[src/rtl/tps_pkg.sv]
package tps_pkg;
  localparam int unsigned RATE_W = 3;

  typedef struct packed {
    logic              wdt_sel;
    logic [RATE_W-1:0] rate;
    logic              ext_src;
    logic              irq_en;
  } ctl_t;

  localparam ctl_t CTL_RST = '{wdt_sel: 1'b1, rate: {RATE_W{1'b1}},
                               ext_src: 1'b0, irq_en: 1'b0};
endpackage

[src/rtl/tps_phase.sv]
module tps_phase #(
  parameter int unsigned PH_W        = 2,
  parameter int unsigned SYNC_STAGES = 2
) (
  input  logic clk_i,
  input  logic rst_ni,
  input  logic ext_i,
  output logic tick_o,
  output logic sample_o,
  output logic ext_rise_o
);
  logic [PH_W-1:0]        ph_q;
  logic [SYNC_STAGES-1:0] sync_q;
  logic                   prev_q;

  always_ff @(posedge clk_i or negedge rst_ni) begin
    if (!rst_ni) ph_q <= '0;
    else         ph_q <= ph_q + PH_W'(1);
  end

  // last phase ends the instruction cycle; odd phases sample external events
  assign tick_o   = &ph_q;
  assign sample_o = ph_q[0];

  always_ff @(posedge clk_i or negedge rst_ni) begin
    if (!rst_ni) begin
      sync_q <= '0;
      prev_q <= 1'b0;
    end else begin
      sync_q <= {sync_q[SYNC_STAGES-2:0], ext_i};
      prev_q <= sync_q[SYNC_STAGES-1];
    end
  end

  assign ext_rise_o = sync_q[SYNC_STAGES-1] & ~prev_q;
endmodule

[src/rtl/tps_prescaler.sv]
module tps_prescaler #(
  parameter int unsigned PRE_W  = 8,
  parameter int unsigned RATE_W = 3
) (
  input  logic              clk_i,
  input  logic              rst_ni,
  input  logic              wdt_sel_i,
  input  logic [RATE_W-1:0] rate_i,
  input  logic              tmr_evt_i,
  input  logic              sleep_i,
  input  logic              wdt_ovf_i,
  input  logic              tmr_wr_i,
  input  logic              wdt_clr_i,
  output logic              tmr_pulse_o,
  output logic              wdt_to_o
);
  logic [PRE_W-1:0] cnt_q, mask_t, mask_w;
  logic             hit_t, hit_w, cnt_inc, cnt_clr;

  // timer ratio 2^(n+1), watchdog ratio 2^n; shifts wrap to all-ones at the top
  assign mask_t = (PRE_W'(2) << rate_i) - PRE_W'(1);
  assign mask_w = (PRE_W'(1) << rate_i) - PRE_W'(1);
  assign hit_t  = (cnt_q & mask_t) == mask_t;
  assign hit_w  = (cnt_q & mask_w) == mask_w;

  assign cnt_inc = wdt_sel_i ? wdt_ovf_i : (tmr_evt_i & ~sleep_i);
  assign cnt_clr = wdt_sel_i ? wdt_clr_i : tmr_wr_i;

  always_ff @(posedge clk_i or negedge rst_ni) begin
    if (!rst_ni)      cnt_q <= '0;
    else if (cnt_clr) cnt_q <= '0;
    else if (cnt_inc) cnt_q <= cnt_q + PRE_W'(1);
  end

  assign tmr_pulse_o = wdt_sel_i ? tmr_evt_i : (tmr_evt_i & ~sleep_i & hit_t);
  assign wdt_to_o    = wdt_sel_i ? (wdt_ovf_i & hit_w) : wdt_ovf_i;
endmodule

[src/rtl/tps_wdt.sv]
module tps_wdt #(
  parameter int unsigned WDT_W = 8
) (
  input  logic clk_i,
  input  logic rst_ni,
  input  logic tick_i,
  input  logic clr_i,
  input  logic to_i,
  output logic ovf_o,
  output logic rst_o
);
  logic [WDT_W-1:0] base_q;

  always_ff @(posedge clk_i or negedge rst_ni) begin
    if (!rst_ni)     base_q <= '0;
    else if (clr_i)  base_q <= '0;
    else if (tick_i) base_q <= base_q + WDT_W'(1);
  end

  assign ovf_o = tick_i & (&base_q) & ~clr_i;

  always_ff @(posedge clk_i or negedge rst_ni) begin
    if (!rst_ni) rst_o <= 1'b0;
    else         rst_o <= to_i;
  end
endmodule

[src/rtl/tps_timer.sv]
module tps_timer #(
  parameter int unsigned TMR_W = 8
) (
  input  logic             clk_i,
  input  logic             rst_ni,
  input  logic             ext_src_i,
  input  logic             sample_i,
  input  logic             pulse_i,
  input  logic             sleep_i,
  input  logic             we_i,
  input  logic [TMR_W-1:0] wdata_i,
  input  logic             flag_clr_i,
  output logic [TMR_W-1:0] tmr_o,
  output logic             flag_o
);
  logic pend_q, take, inc, wrap;

  // external events wait for an odd phase before reaching the counter
  assign take = ext_src_i & sample_i & pend_q & ~sleep_i;
  assign inc  = ext_src_i ? take : (pulse_i & ~sleep_i);
  assign wrap = inc & (&tmr_o) & ~we_i;

  always_ff @(posedge clk_i or negedge rst_ni) begin
    if (!rst_ni)         pend_q <= 1'b0;
    else if (!ext_src_i) pend_q <= 1'b0;
    else                 pend_q <= pulse_i | (pend_q & ~take);
  end

  always_ff @(posedge clk_i or negedge rst_ni) begin
    if (!rst_ni)   tmr_o <= '0;
    else if (we_i) tmr_o <= wdata_i;
    else if (inc)  tmr_o <= tmr_o + TMR_W'(1);
  end

  always_ff @(posedge clk_i or negedge rst_ni) begin
    if (!rst_ni)         flag_o <= 1'b0;
    else if (wrap)       flag_o <= 1'b1;
    else if (flag_clr_i) flag_o <= 1'b0;
  end
endmodule

[src/rtl/shared_presc_timer.sv]
module shared_presc_timer
  import tps_pkg::*;
#(
  parameter int unsigned TMR_W       = 8,
  parameter int unsigned PRE_W       = 8,
  parameter int unsigned WDT_W       = 8,
  parameter int unsigned PH_W        = 2,
  parameter int unsigned SYNC_STAGES = 2
) (
  input  logic              clk_i,
  input  logic              rst_ni,
  input  logic              ext_clk_i,
  input  logic              ctl_we_i,
  input  logic              ctl_wdt_sel_i,
  input  logic [RATE_W-1:0] ctl_rate_i,
  input  logic              ctl_ext_src_i,
  input  logic              ctl_irq_en_i,
  input  logic              tmr_we_i,
  input  logic [TMR_W-1:0]  tmr_wdata_i,
  output logic [TMR_W-1:0]  tmr_o,
  input  logic              ovf_clr_i,
  output logic              ovf_flag_o,
  output logic              irq_o,
  input  logic              wdt_clr_i,
  input  logic              sleep_i,
  output logic              wdt_rst_o
);
  ctl_t ctl_q;
  logic tick, sample, ext_rise, tmr_evt, tmr_pulse, wdt_ovf, wdt_to;

  always_ff @(posedge clk_i or negedge rst_ni) begin
    if (!rst_ni)       ctl_q <= CTL_RST;
    else if (ctl_we_i) ctl_q <= '{wdt_sel: ctl_wdt_sel_i, rate: ctl_rate_i,
                                  ext_src: ctl_ext_src_i, irq_en: ctl_irq_en_i};
  end

  tps_phase #(.PH_W(PH_W), .SYNC_STAGES(SYNC_STAGES)) i_phase (
    .clk_i, .rst_ni, .ext_i(ext_clk_i),
    .tick_o(tick), .sample_o(sample), .ext_rise_o(ext_rise)
  );

  assign tmr_evt = ctl_q.ext_src ? ext_rise : tick;

  tps_prescaler #(.PRE_W(PRE_W), .RATE_W(RATE_W)) i_presc (
    .clk_i, .rst_ni,
    .wdt_sel_i(ctl_q.wdt_sel), .rate_i(ctl_q.rate),
    .tmr_evt_i(tmr_evt), .sleep_i, .wdt_ovf_i(wdt_ovf),
    .tmr_wr_i(tmr_we_i), .wdt_clr_i,
    .tmr_pulse_o(tmr_pulse), .wdt_to_o(wdt_to)
  );

  tps_wdt #(.WDT_W(WDT_W)) i_wdt (
    .clk_i, .rst_ni, .tick_i(tick), .clr_i(wdt_clr_i), .to_i(wdt_to),
    .ovf_o(wdt_ovf), .rst_o(wdt_rst_o)
  );

  tps_timer #(.TMR_W(TMR_W)) i_timer (
    .clk_i, .rst_ni, .ext_src_i(ctl_q.ext_src), .sample_i(sample),
    .pulse_i(tmr_pulse), .sleep_i, .we_i(tmr_we_i), .wdata_i(tmr_wdata_i),
    .flag_clr_i(ovf_clr_i), .tmr_o, .flag_o(ovf_flag_o)
  );

  assign irq_o = ovf_flag_o & ctl_q.irq_en;
endmodule

[config.mk]
export PLATFORM = sky130hd
export DESIGN_NAME = shared_presc_timer
export DESIGN_NICKNAME = d
export VERILOG_FILES = /design/src/rtl/tps_pkg.sv /design/src/rtl/tps_phase.sv /design/src/rtl/tps_prescaler.sv /design/src/rtl/tps_wdt.sv /design/src/rtl/tps_timer.sv /design/src/rtl/shared_presc_timer.sv
export SDC_FILE = /design/constraint.sdc
export NUM_CORES = 1
export LEC_CHECK = 0
export BUFFER_PORTS_ARGS = -buffer_cell sky130_fd_sc_hd__buf_2
export CORE_UTILIZATION = 56
export CTS_CLUSTER_SIZE = 8
export DETAILED_ROUTE_END_ITERATION = 8
export GPL_TIMING_DRIVEN = 0
export PLACE_DENSITY = 0.85
export REMOVE_ABC_BUFFERS = 1
export SETUP_SLACK_MARGIN = 0.05
export SLEW_MARGIN = 0
export SYNTH_ARGS = -nofsm -noshare
export SYNTH_HDL_FRONTEND = slang
export SYNTH_SLANG_ARGS = --single-unit
[constraint.sdc]
create_clock -name clk_i -period 3.65 [get_ports clk_i]
set_input_delay 0.1825 -clock clk_i [delete_from_list [all_inputs] [get_ports clk_i]]
set_output_delay 0.1825 -clock clk_i [all_outputs]
set_load 0.01 [all_outputs]
# ---- Word level (Yosys, flattened, before mapping)
# Cells that the tools add are included.
dict set report classes {
  add_sub_neg 6
  n_eq_ne 2
  shifts 2
  n_mux 15
  n_bitwise 22
  n_reduce_logical 7
}
# op count
set ops {}
lappend ops {{8-bit two-way mux} 6}
lappend ops {{8-bit by 1-bit adder with 8-bit output (second input constant)} 3}
lappend ops {{8-bit bitwise AND} 2}
lappend ops {{8-bit == test} 2}
lappend ops {{8-bit AND reduction} 2}
lappend ops {{8-bit by 2-bit subtractor with 8-bit output (second input constant)} 2}
lappend ops {{1-bit bitwise AND} 14}
lappend ops {{1-bit two-way mux} 9}
lappend ops {{2-bit nonzero test} 4}
lappend ops {{1-bit by 3-bit left shift with 8-bit output (first input constant)} 1}
lappend ops {{2-bit by 3-bit left shift with 8-bit output (first input constant)} 1}
lappend ops {{1-bit inverter} 5}
lappend ops {{2-bit by 1-bit adder with 2-bit output (second input constant)} 1}
lappend ops {{2-bit AND reduction} 1}
lappend ops {{1-bit OR} 1}
dict set report totals {
  regBits 38
  in_bits 22
  output_inout_bits 11
  wordCells 67
}

# ---- Depth between registers and ports, before layout
# Gate-level depths: netlist of the first run.
dict set report logic_depth {
  depth_word 11
  depth_mapped 12
  mapped_depth_nobuf 9
}

# ---- Hierarchy
# A second synthesis of the first run with hierarchy kept.
dict set report unflattened {
  cells_unflattened 188
  hier_area_um2 2033.2
}
# mod instances cells_per_inst area_each_um2 seq_area_each_um2
set by_module_without_submodules {}
lappend by_module_without_submodules {tps_timer 1 57 603.1 250.2}
lappend by_module_without_submodules {tps_prescaler 1 67 584.3 200.2}
lappend by_module_without_submodules {tps_wdt 1 41 416.6 225.2}
lappend by_module_without_submodules {shared_presc_timer 1 15 274.0 155.1}
lappend by_module_without_submodules {tps_phase 1 8 155.1 125.1}

# ---- Least setup slack after synthesis of the first run
# No wires, ideal clock.
dict set report synth_path {
  path_type {reg-to-reg}
  startpoint {reg ctl_q[2] in the netlist's numbering}
  endpoint {reg i_timer.tmr_o[0]}
  setup_ns 0.126
  t_arrival_ns 2.474
  slack_ns 1.050
  stages_incl_launch_ff 13
  cell_sequence {dfstp_2 -> buf_6 -> nor3_1 -> inv_1 -> ha_1 -> buf_4 -> xor2_1 -> o2bb2a_4 -> o2111a_1 -> a211o_1 -> and2_4 -> buf_6 -> a221o_1}
}
dict set report synth_via {
  elab_chain_len 9
}
# element line
set synth_lines {}
lappend synth_lines {{start: declaration} shared_presc_timer.sv:28} ;# ctl_t ctl_q;
lappend synth_lines {{start signal: assignment} shared_presc_timer.sv:33} ;# else if (ctl_we_i) ctl_q <= '{wdt_sel: ctl_wdt_sel_i, rate: ctl_rate_i,
lappend synth_lines {{2-bit by 3-bit left shift with 8-bit output (*)} tps_prescaler.sv:21} ;# assign mask_t = (PRE_W'(2) << rate_i) - PRE_W'(1);
lappend synth_lines {{8-bit by 2-bit subtractor with 8-bit output (*)} tps_prescaler.sv:21}
lappend synth_lines {{8-bit bitwise AND} tps_prescaler.sv:23} ;# assign hit_t = (cnt_q & mask_t) == mask_t;
lappend synth_lines {{8-bit == test (*)} tps_prescaler.sv:23}
lappend synth_lines {{1-bit bitwise AND (*)} tps_prescaler.sv:35} ;# assign tmr_pulse_o = wdt_sel_i ? tmr_evt_i : (tmr_evt_i & ~sleep_i & hit_t);
lappend synth_lines {{1-bit two-way mux (*)} tps_prescaler.sv:35}
lappend synth_lines {{1-bit bitwise AND (*)} tps_timer.sv:20} ;# assign inc = ext_src_i ? take : (pulse_i & ~sleep_i);
lappend synth_lines {{1-bit two-way mux (*)} tps_timer.sv:20}
lappend synth_lines {{2-bit nonzero test (no line) (*)} --}
lappend synth_lines {{end signal: assignment} tps_timer.sv:31} ;# else if (we_i) tmr_o <= wdata_i;
lappend synth_lines {{end signal: assignment} tps_timer.sv:32} ;# else if (inc) tmr_o <= tmr_o + TMR_W'(1);
lappend synth_lines {{end: declaration} tps_timer.sv:13} ;# output logic [TMR_W-1:0] tmr_o,
# Every way passes the cells marked *; elsewhere a longest branch is shown, timed or not.
# A chain may end at the register's enable or synchronous reset.

# ---- Worst setup path in the final report of the first run
dict set report layout_path {
  startpoint {reg ctl_q[4] in the netlist's numbering}
  endpoint {reg i_timer.tmr_o[0]}
}
# The elaborated chain is that of the path after synthesis.

==> flow_metrics.env, run 1 <==
export IMPL_diodes=0
export IMPL_drt_iter0_drc=118
export IMPL_die_w_um=63.8
export IMPL_synth_ff_type="dfrtp_1"
export IMPL_dp_hpwl_um=2850
export IMPL_synth_area_per_cell_sq_um=9.67
export IMPL_path_max_fanout=14
export IMPL_synthTopCellsByCount="34 x dfrtp_1, 25 x nor2_1, 12 x inv_1"
export IMPL_dr_total_vias=1723
export IMPL_cts_setup_buffers=0
export IMPL_status="finished clean"
export IMPL_fp_row_count=22
export IMPL_ir_drop_uv=366
export IMPL_fin_area_sq_um=2400
export IMPL_worstRegToRegCells=9
export IMPL_synth_seq_cells=38
export IMPL_yosysMostFrequentCell="dfrtp_1"
export IMPL_ys_warn_count=0
export IMPL_skew_ps=5.39
export IMPL_synth_top_area_share_pct=39.8
export IMPL_die_h_um=63.8
export IMPL_cts_sinks=38
export IMPL_worstHoldPathType="in -> reg"
export IMPL_path_clk_slew_ps=80
export IMPL_wl_um=4180
export IMPL_whs_endpoint="ctl_q[3]"
export IMPL_synthCells=221
export IMPL_hold_viol=0
export IMPL_relSlewSlack_pct=45.8
export IMPL_port_buffers=32
export IMPL_crit_path_end_kind="register"
export IMPL_drtPass1Iterations=4
export IMPL_io_pins=33
export IMPL_gr_total_overflow=0
export IMPL_h_tree_depth=2
export IMPL_cts_resized=0
export IMPL_grt_max_degree=39
export IMPL_critical_path_required_ps=3830
export IMPL_fin_tns_setup_ps=0
export IMPL_initial_core_util_pct=58.4
export IMPL_rsz0062_at_grt="false"
export IMPL_drt_antenna_violating_nets=0
export IMPL_crit_type="reg -> reg"
export IMPL_switching_share_pct=28.6
export IMPL_fp_dieArea_sq_um=4070
export IMPL_fmax_mhz=336
export IMPL_cts_tree="done"
export IMPL_grt_usage_pct=23.1
export IMPL_routed_via_density=5.78
export IMPL_drc=0
export IMPL_hold_path_startpoint="ctl_rate_i[1]"
export IMPL_dpl_cell_area_sq_um=2290
export IMPL_drive_gt1_share_pct=22.4
export IMPL_maxCapViolCount=0
export IMPL_ys_async_sr_fraction_pct=100
export IMPL_cp_start_kind="register"
export IMPL_setup_viol_count_final=0
export IMPL_period_share_pct=81.5
export IMPL_nets=276
export IMPL_seq_area_frac_synth_pct=44.7
export IMPL_r2r_slack_ps=670
export IMPL_antenna_found_initial=0
export IMPL_cts_made_buffers=5
export IMPL_yosys_top_cells_area="dfrtp_1 40%, dfstp_2 4.9%, nor2_1 4.4%, xnor2_1 3.3%, mux2_2 3.2%"
export IMPL_cts_buffer_depth=2
export IMPL_clkLatencyLatePin_ps=300
export IMPL_ys_types=47
export IMPL_syn_cell_area_sq_um=2140
export IMPL_design_core_area_sq_um=3660
export IMPL_power_density_nw_per_um2=391
export IMPL_p_comb_share_pct=16.7
export IMPL_switchingPower_mw=0.268
export IMPL_cts_hold_buf=2
export IMPL_internal_power_mw=0.669
export IMPL_grt_pass1_wl_um=7070
export IMPL_syn2layout_area_growth_pct=12.4
export IMPL_worst_pin_slew_ps=813
export IMPL_whs_path_depth=3
export IMPL_drv_slew=0
export IMPL_yosysTopAreaCell="dfrtp_1"
export IMPL_arrival_ps=3150
export IMPL_avgRoutedWirePerCell_um=14.0
export IMPL_fin_crit_ps=2980
export IMPL_clock_power_share_pct=32.1
export IMPL_synth_edf_count=0
export IMPL_first_global_vias=1595
export IMPL_globalplace_congestion=0.808
export IMPL_r2r_end="i_timer.tmr_o[0]"
export IMPL_leakagePower_nw=1.07
export IMPL_cts_root_buf="clkbuf_8"
export IMPL_seqPwrFrac_pct=51.2
export IMPL_r2r_start="ctl_q[4]"
layer usage:
| layer | global-route usage (%) | routed length, um | vias up |
|---|---|---|---|
| li1 | - | - | 840 |
| met2 | 37.6 | 1990 | 54 |
| met3 | 7.14 | 210 | 8 |
| met1 | 27.8 | 1880 | 821 |
| met5 | 0 | 0 | - |
| met4 | 10.8 | 97 | 0 |
how the worst max path moves through the flow:
stage / startpoint / to / slack (ps) / cells after the start
2_1_floorplan: ctl_q[4] / i_timer.tmr_o[0] / 1020 / 9
3_3_place_gp: ctl_q[4] / i_timer.tmr_o[0] / 800 / 9
3_5_place_dp: ctl_q[4] / i_timer.tmr_o[0] / 730 / 9
4_1_cts: ctl_q[4] / i_timer.tmr_o[0] / 710 / 9
5_1_grt: ctl_q[4] / i_timer.tmr_o[0] / 530 / 9
6_report: ctl_q[4] / i_timer.tmr_o[0] / 670 / 9
worst max-delay path, cell delays in order, from the launching register on:
cell	delay [ps]
dfstp_2	440
nor3_1	330
inv_1	80
ha_1	330
xor2_1	200
o2bb2a_4	220
o2111a_1	250
a211o_1	450
and2_4	240
a221o_1	300
sequential cells by signal, summed over array words and instances, names as in the netlist:
name	cells
i_timer.pend_q	1
i_timer.flag_o	1
i_timer.tmr_o	8
i_phase.sync_q	2
i_wdt.base_q	8
ctl_q	6
i_phase.prev_q	1
i_phase.ph_q	2
i_presc.cnt_q	8
i_wdt.rst_o	1
cell usage in the layout (no fill, tap or decap), drive strengths merged, types with 4 or more instances in the layout:
cell type,count
a21oi,10
and3,4
buf,32
clkbuf,6
dfrtp,34
dfstp,4
ha,5
inv,12
mux2,7
nand2,11
nand2b,5
nand3,6
nand4,7
nor2,25
nor2b,6
nor3,7
nor4,4
o21ai,10
xnor2,8
xor2,7
layout make-up:
class,instances,area [sq um]
clock buffers,6,82.6
flip-flops and latches,38,956
inverters,12,45.0
multi-input cells,158,1060
repair buffers,34,180
well taps,48,60.1
fillers,297,1260
clock inverters,2,12.5
per-stage QoR:
| stage | total power [mW] | std cells | util, % | hold slack (ps) | setup slack, ps |
|---|---|---|---|---|---|
| 2_1_floorplan | 0.580 | 208 | - | -113 | 1020 |
| 3_3_place_gp | 0.638 | 288 | 62.4 | 291 | 796 |
| 3_5_place_dp | 0.641 | 288 | 62.4 | 292 | 727 |
| 4_1_cts | 0.945 | 298 | 65.6 | 83.2 | 709 |
| 5_1_grt | 0.983 | 298 | 65.6 | 97.5 | 526 |
| 6_report | 0.938 | 298 | 65.6 | 89.4 | 673 |
logic make-up (layout without fill, tap and decap cells):
group / after synthesis / count (layout) / synth area share, %
adders and majority gates: 5 / 5 / 2.93
DFF: 38 / 38 / 44.7
xor gates and xnor gates: 15 / 15 / 6.15
AOI/OAI and AO/OA: 45 / 45 / 15.9
buffers and inverters: 25 / 54 / 5.44
muxes: 9 / 9 / 4.63
and+or+nand+nor: 84 / 84 / 20.2
power by group through the flow:
stage / Sequential (mW) / Combinational [mW] / Clock [mW]
floorplan: 0.485 / 0.0945 / 0
global placement: 0.486 / 0.152 / 0
detailed placement: 0.487 / 0.155 / 0
CTS: 0.479 / 0.157 / 0.309
global route: 0.485 / 0.176 / 0.323
finish: 0.480 / 0.157 / 0.301
(Power assumes the default switching activity.)
==> run 2: changes to the inputs <==
Clock period 3.65 ns to 2.8 ns, I/O delays scaled along.
==> run 2 against run 1 <==
  * First-iteration DRC count fell by 13%
  * Critical endpoint unchanged
  * Sequential share of layout area shrank 0.77 points
  * Critical path type unchanged
  * Largest power group unchanged
  * Worst hold slack lost 41 ps
==> flow_metrics.env, run 2 (synthesized netlist as in run 1, its figures left out) <==
export IMPL_first_global_vias=1604
export IMPL_dp_hpwl_um=2850
export IMPL_maxCapViolCount=0
export IMPL_avgRoutedWirePerCell_um=14.2
export IMPL_drt_iter0_drc=103
export IMPL_antenna_found_initial=0
export IMPL_r2r_slack_ps=60
export IMPL_dp_slack_ps=-123
export IMPL_cp_start_kind="register"
export IMPL_status="finished clean"
export IMPL_port_buffers=32
export IMPL_fp_row_count=22
export IMPL_power_density_nw_per_um2=506
export IMPL_design_core_area_sq_um=3660
export IMPL_cp_buffers_inverters=0
export IMPL_p_comb_share_pct=18.1
export IMPL_globalplace_congestion=0.808
export IMPL_fill_cells=295
export IMPL_leakagePower_nw=1.09
export IMPL_die_h_um=63.8
export IMPL_die_w_um=63.8
export IMPL_drive_gt1_share_pct=24.5
export IMPL_h_tree_depth=2
export IMPL_seqPwrFrac_pct=50.3
export IMPL_cts_buffer_depth=2
export IMPL_setup_viol_count_final=0
export IMPL_crit_family="compound AO/OA/AOI/OAI gates"
export IMPL_power_mw=1.24
export IMPL_clock_power_share_pct=31.6
export IMPL_fmax_mhz=365
export IMPL_cts_root_buf="clkbuf_8"
export IMPL_switchingPower_mw=0.357
export IMPL_cts_sinks=38
export IMPL_fp_dieArea_sq_um=4070
export IMPL_crit_path_end_kind="register"
export IMPL_biggestRegsByFlops="i_presc.cnt_q (8), i_timer.tmr_o (8), i_wdt.base_q (8)"
export IMPL_fin_util_pct=66.9
export IMPL_dpl_cell_area_sq_um=2290
export IMPL_hold_viol=0
export IMPL_slowest_delay_ps=660
export IMPL_cts_made_buffers=5
export IMPL_ir_drop_uv=477
export IMPL_cts_tree="done"
export IMPL_layout_commonest_cell="dfrtp_1"
export IMPL_grt_usage_pct=23.2
export IMPL_internal_power_mw=0.883
export IMPL_worstHoldPathType="in -> reg"
export IMPL_worst_pin_slew_ps=806
export IMPL_path_clk_slew_ps=70
export IMPL_fin_crit_ps=2740
export IMPL_whs_ps=48.1
export IMPL_syn2layout_area_growth_pct=14.6
export IMPL_relSlewSlack_pct=46.3
export IMPL_gr_total_overflow=0
export IMPL_dr_total_vias=1764
export IMPL_period_share_pct=97.8
export IMPL_drt_antenna_violating_nets=0
export IMPL_grt_pass1_wl_um=7100
export IMPL_setup_ws_ps=62.3
export IMPL_grt_max_degree=39
export IMPL_path_max_fanout=11
export IMPL_nets=279
export IMPL_wl_um=4270
export IMPL_path_cells="nor2_1 -> nand2_1 -> ha_4 -> xor2_1 -> o2bb2a_4 -> o2111a_1 -> a211o_2 -> and2_4 -> a221o_1"
export IMPL_drv_slew=0
export IMPL_drc=0
export IMPL_switching_share_pct=28.8
export IMPL_diodes=0
export IMPL_arrival_ps=2910
export IMPL_critical_path_required_ps=2980
export IMPL_io_pins=33
export IMPL_fin_area_sq_um=2450
export IMPL_skew_ps=4.46
export IMPL_routed_via_density=5.86
export IMPL_crit_type="reg -> reg"
export IMPL_initial_core_util_pct=58.4
export IMPL_final_cell_mix="34 x dfrtp_1, 32 x buf_2, 25 x nor2_1"
export IMPL_drtPass1Iterations=4
export IMPL_clkLatencyLatePin_ps=290
export IMPL_crit_slowest_cell="dfstp_2"
[run 2: changes by cell type in the layout (fill, tap and decap cells not counted), sizes merged]
cell  change
buf       +3
[run 2: routing by layer]
layer  share of wire, %  global-route usage, %
met2                 49                   37.9
met3                4.9                   7.14
met1                 44                   27.8
met4                2.3                   10.8
met5                  0                      0
[run 2: worst paths after layout]
path                                    from                 to  cells past startpoint
hold reg to reg            i_phase.sync_q[0]  i_phase.sync_q[1]                      0
max in group asynchronous             rst_ni   i_timer.tmr_o[7]                      2
min in group asynchronous             rst_ni  i_phase.sync_q[0]                      2
setup / recovery                    ctl_q[3]   i_timer.tmr_o[0]                      9
setup reg to reg                    ctl_q[3]   i_timer.tmr_o[0]                      9
hold / removal                 ctl_rate_i[1]           ctl_q[3]                      3
[run 2: worst reg2reg max path, delay by kind of cell (launching register included)]
| family | cells | cell delay, ps |
|---|---|---|
| AOI/OAI and AO/OA | 4 | 1200 |
| DFF | 1 | 660 |
| and+or+nand+nor | 3 | 440 |
| adders and majority gates | 1 | 210 |
| xor gates and xnor gates | 1 | 110 |
[run 2: power groups by stage]
stage	Combinational [mW]	Sequential, mW	Clock (mW)
CTS	0.212	0.622	0.403
global route	0.251	0.628	0.420
global placement	0.198	0.633	0
floorplan	0.123	0.632	0
finish	0.225	0.623	0.392
detailed placement	0.202	0.635	0
[run 2: area by class of cell]
cell class / instances / area, sq um / share of cell area, %
clock buffers: 6 / 82.6 / 3.37
clock inverters: 2 / 12.5 / 0.511
inverters: 12 / 45.0 / 1.84
multi-input cells: 158 / 1090 / 44.5
flip-flops and latches: 38 / 956 / 39.0
well taps: 48 / 60.1 / 2.45
repair buffers: 37 / 203 / 8.28
[run 2: per-stage QoR]
step                      instances  setup TNS, ps
final                           301              0
after CTS                       299              0
after detailed placement        288           -135
after global routing            301          -4.35
after floorplan                 208              0
after global placement          288          -54.0
[run 2: timing repair]
item / CTS / global route
gates resized for setup: 3 / 2
buffers inserted: 1 / 2
hold buffers: 2 / 0
endpoints found under the setup margin: 9 / 2
hold endpoints to repair: 35 / 0
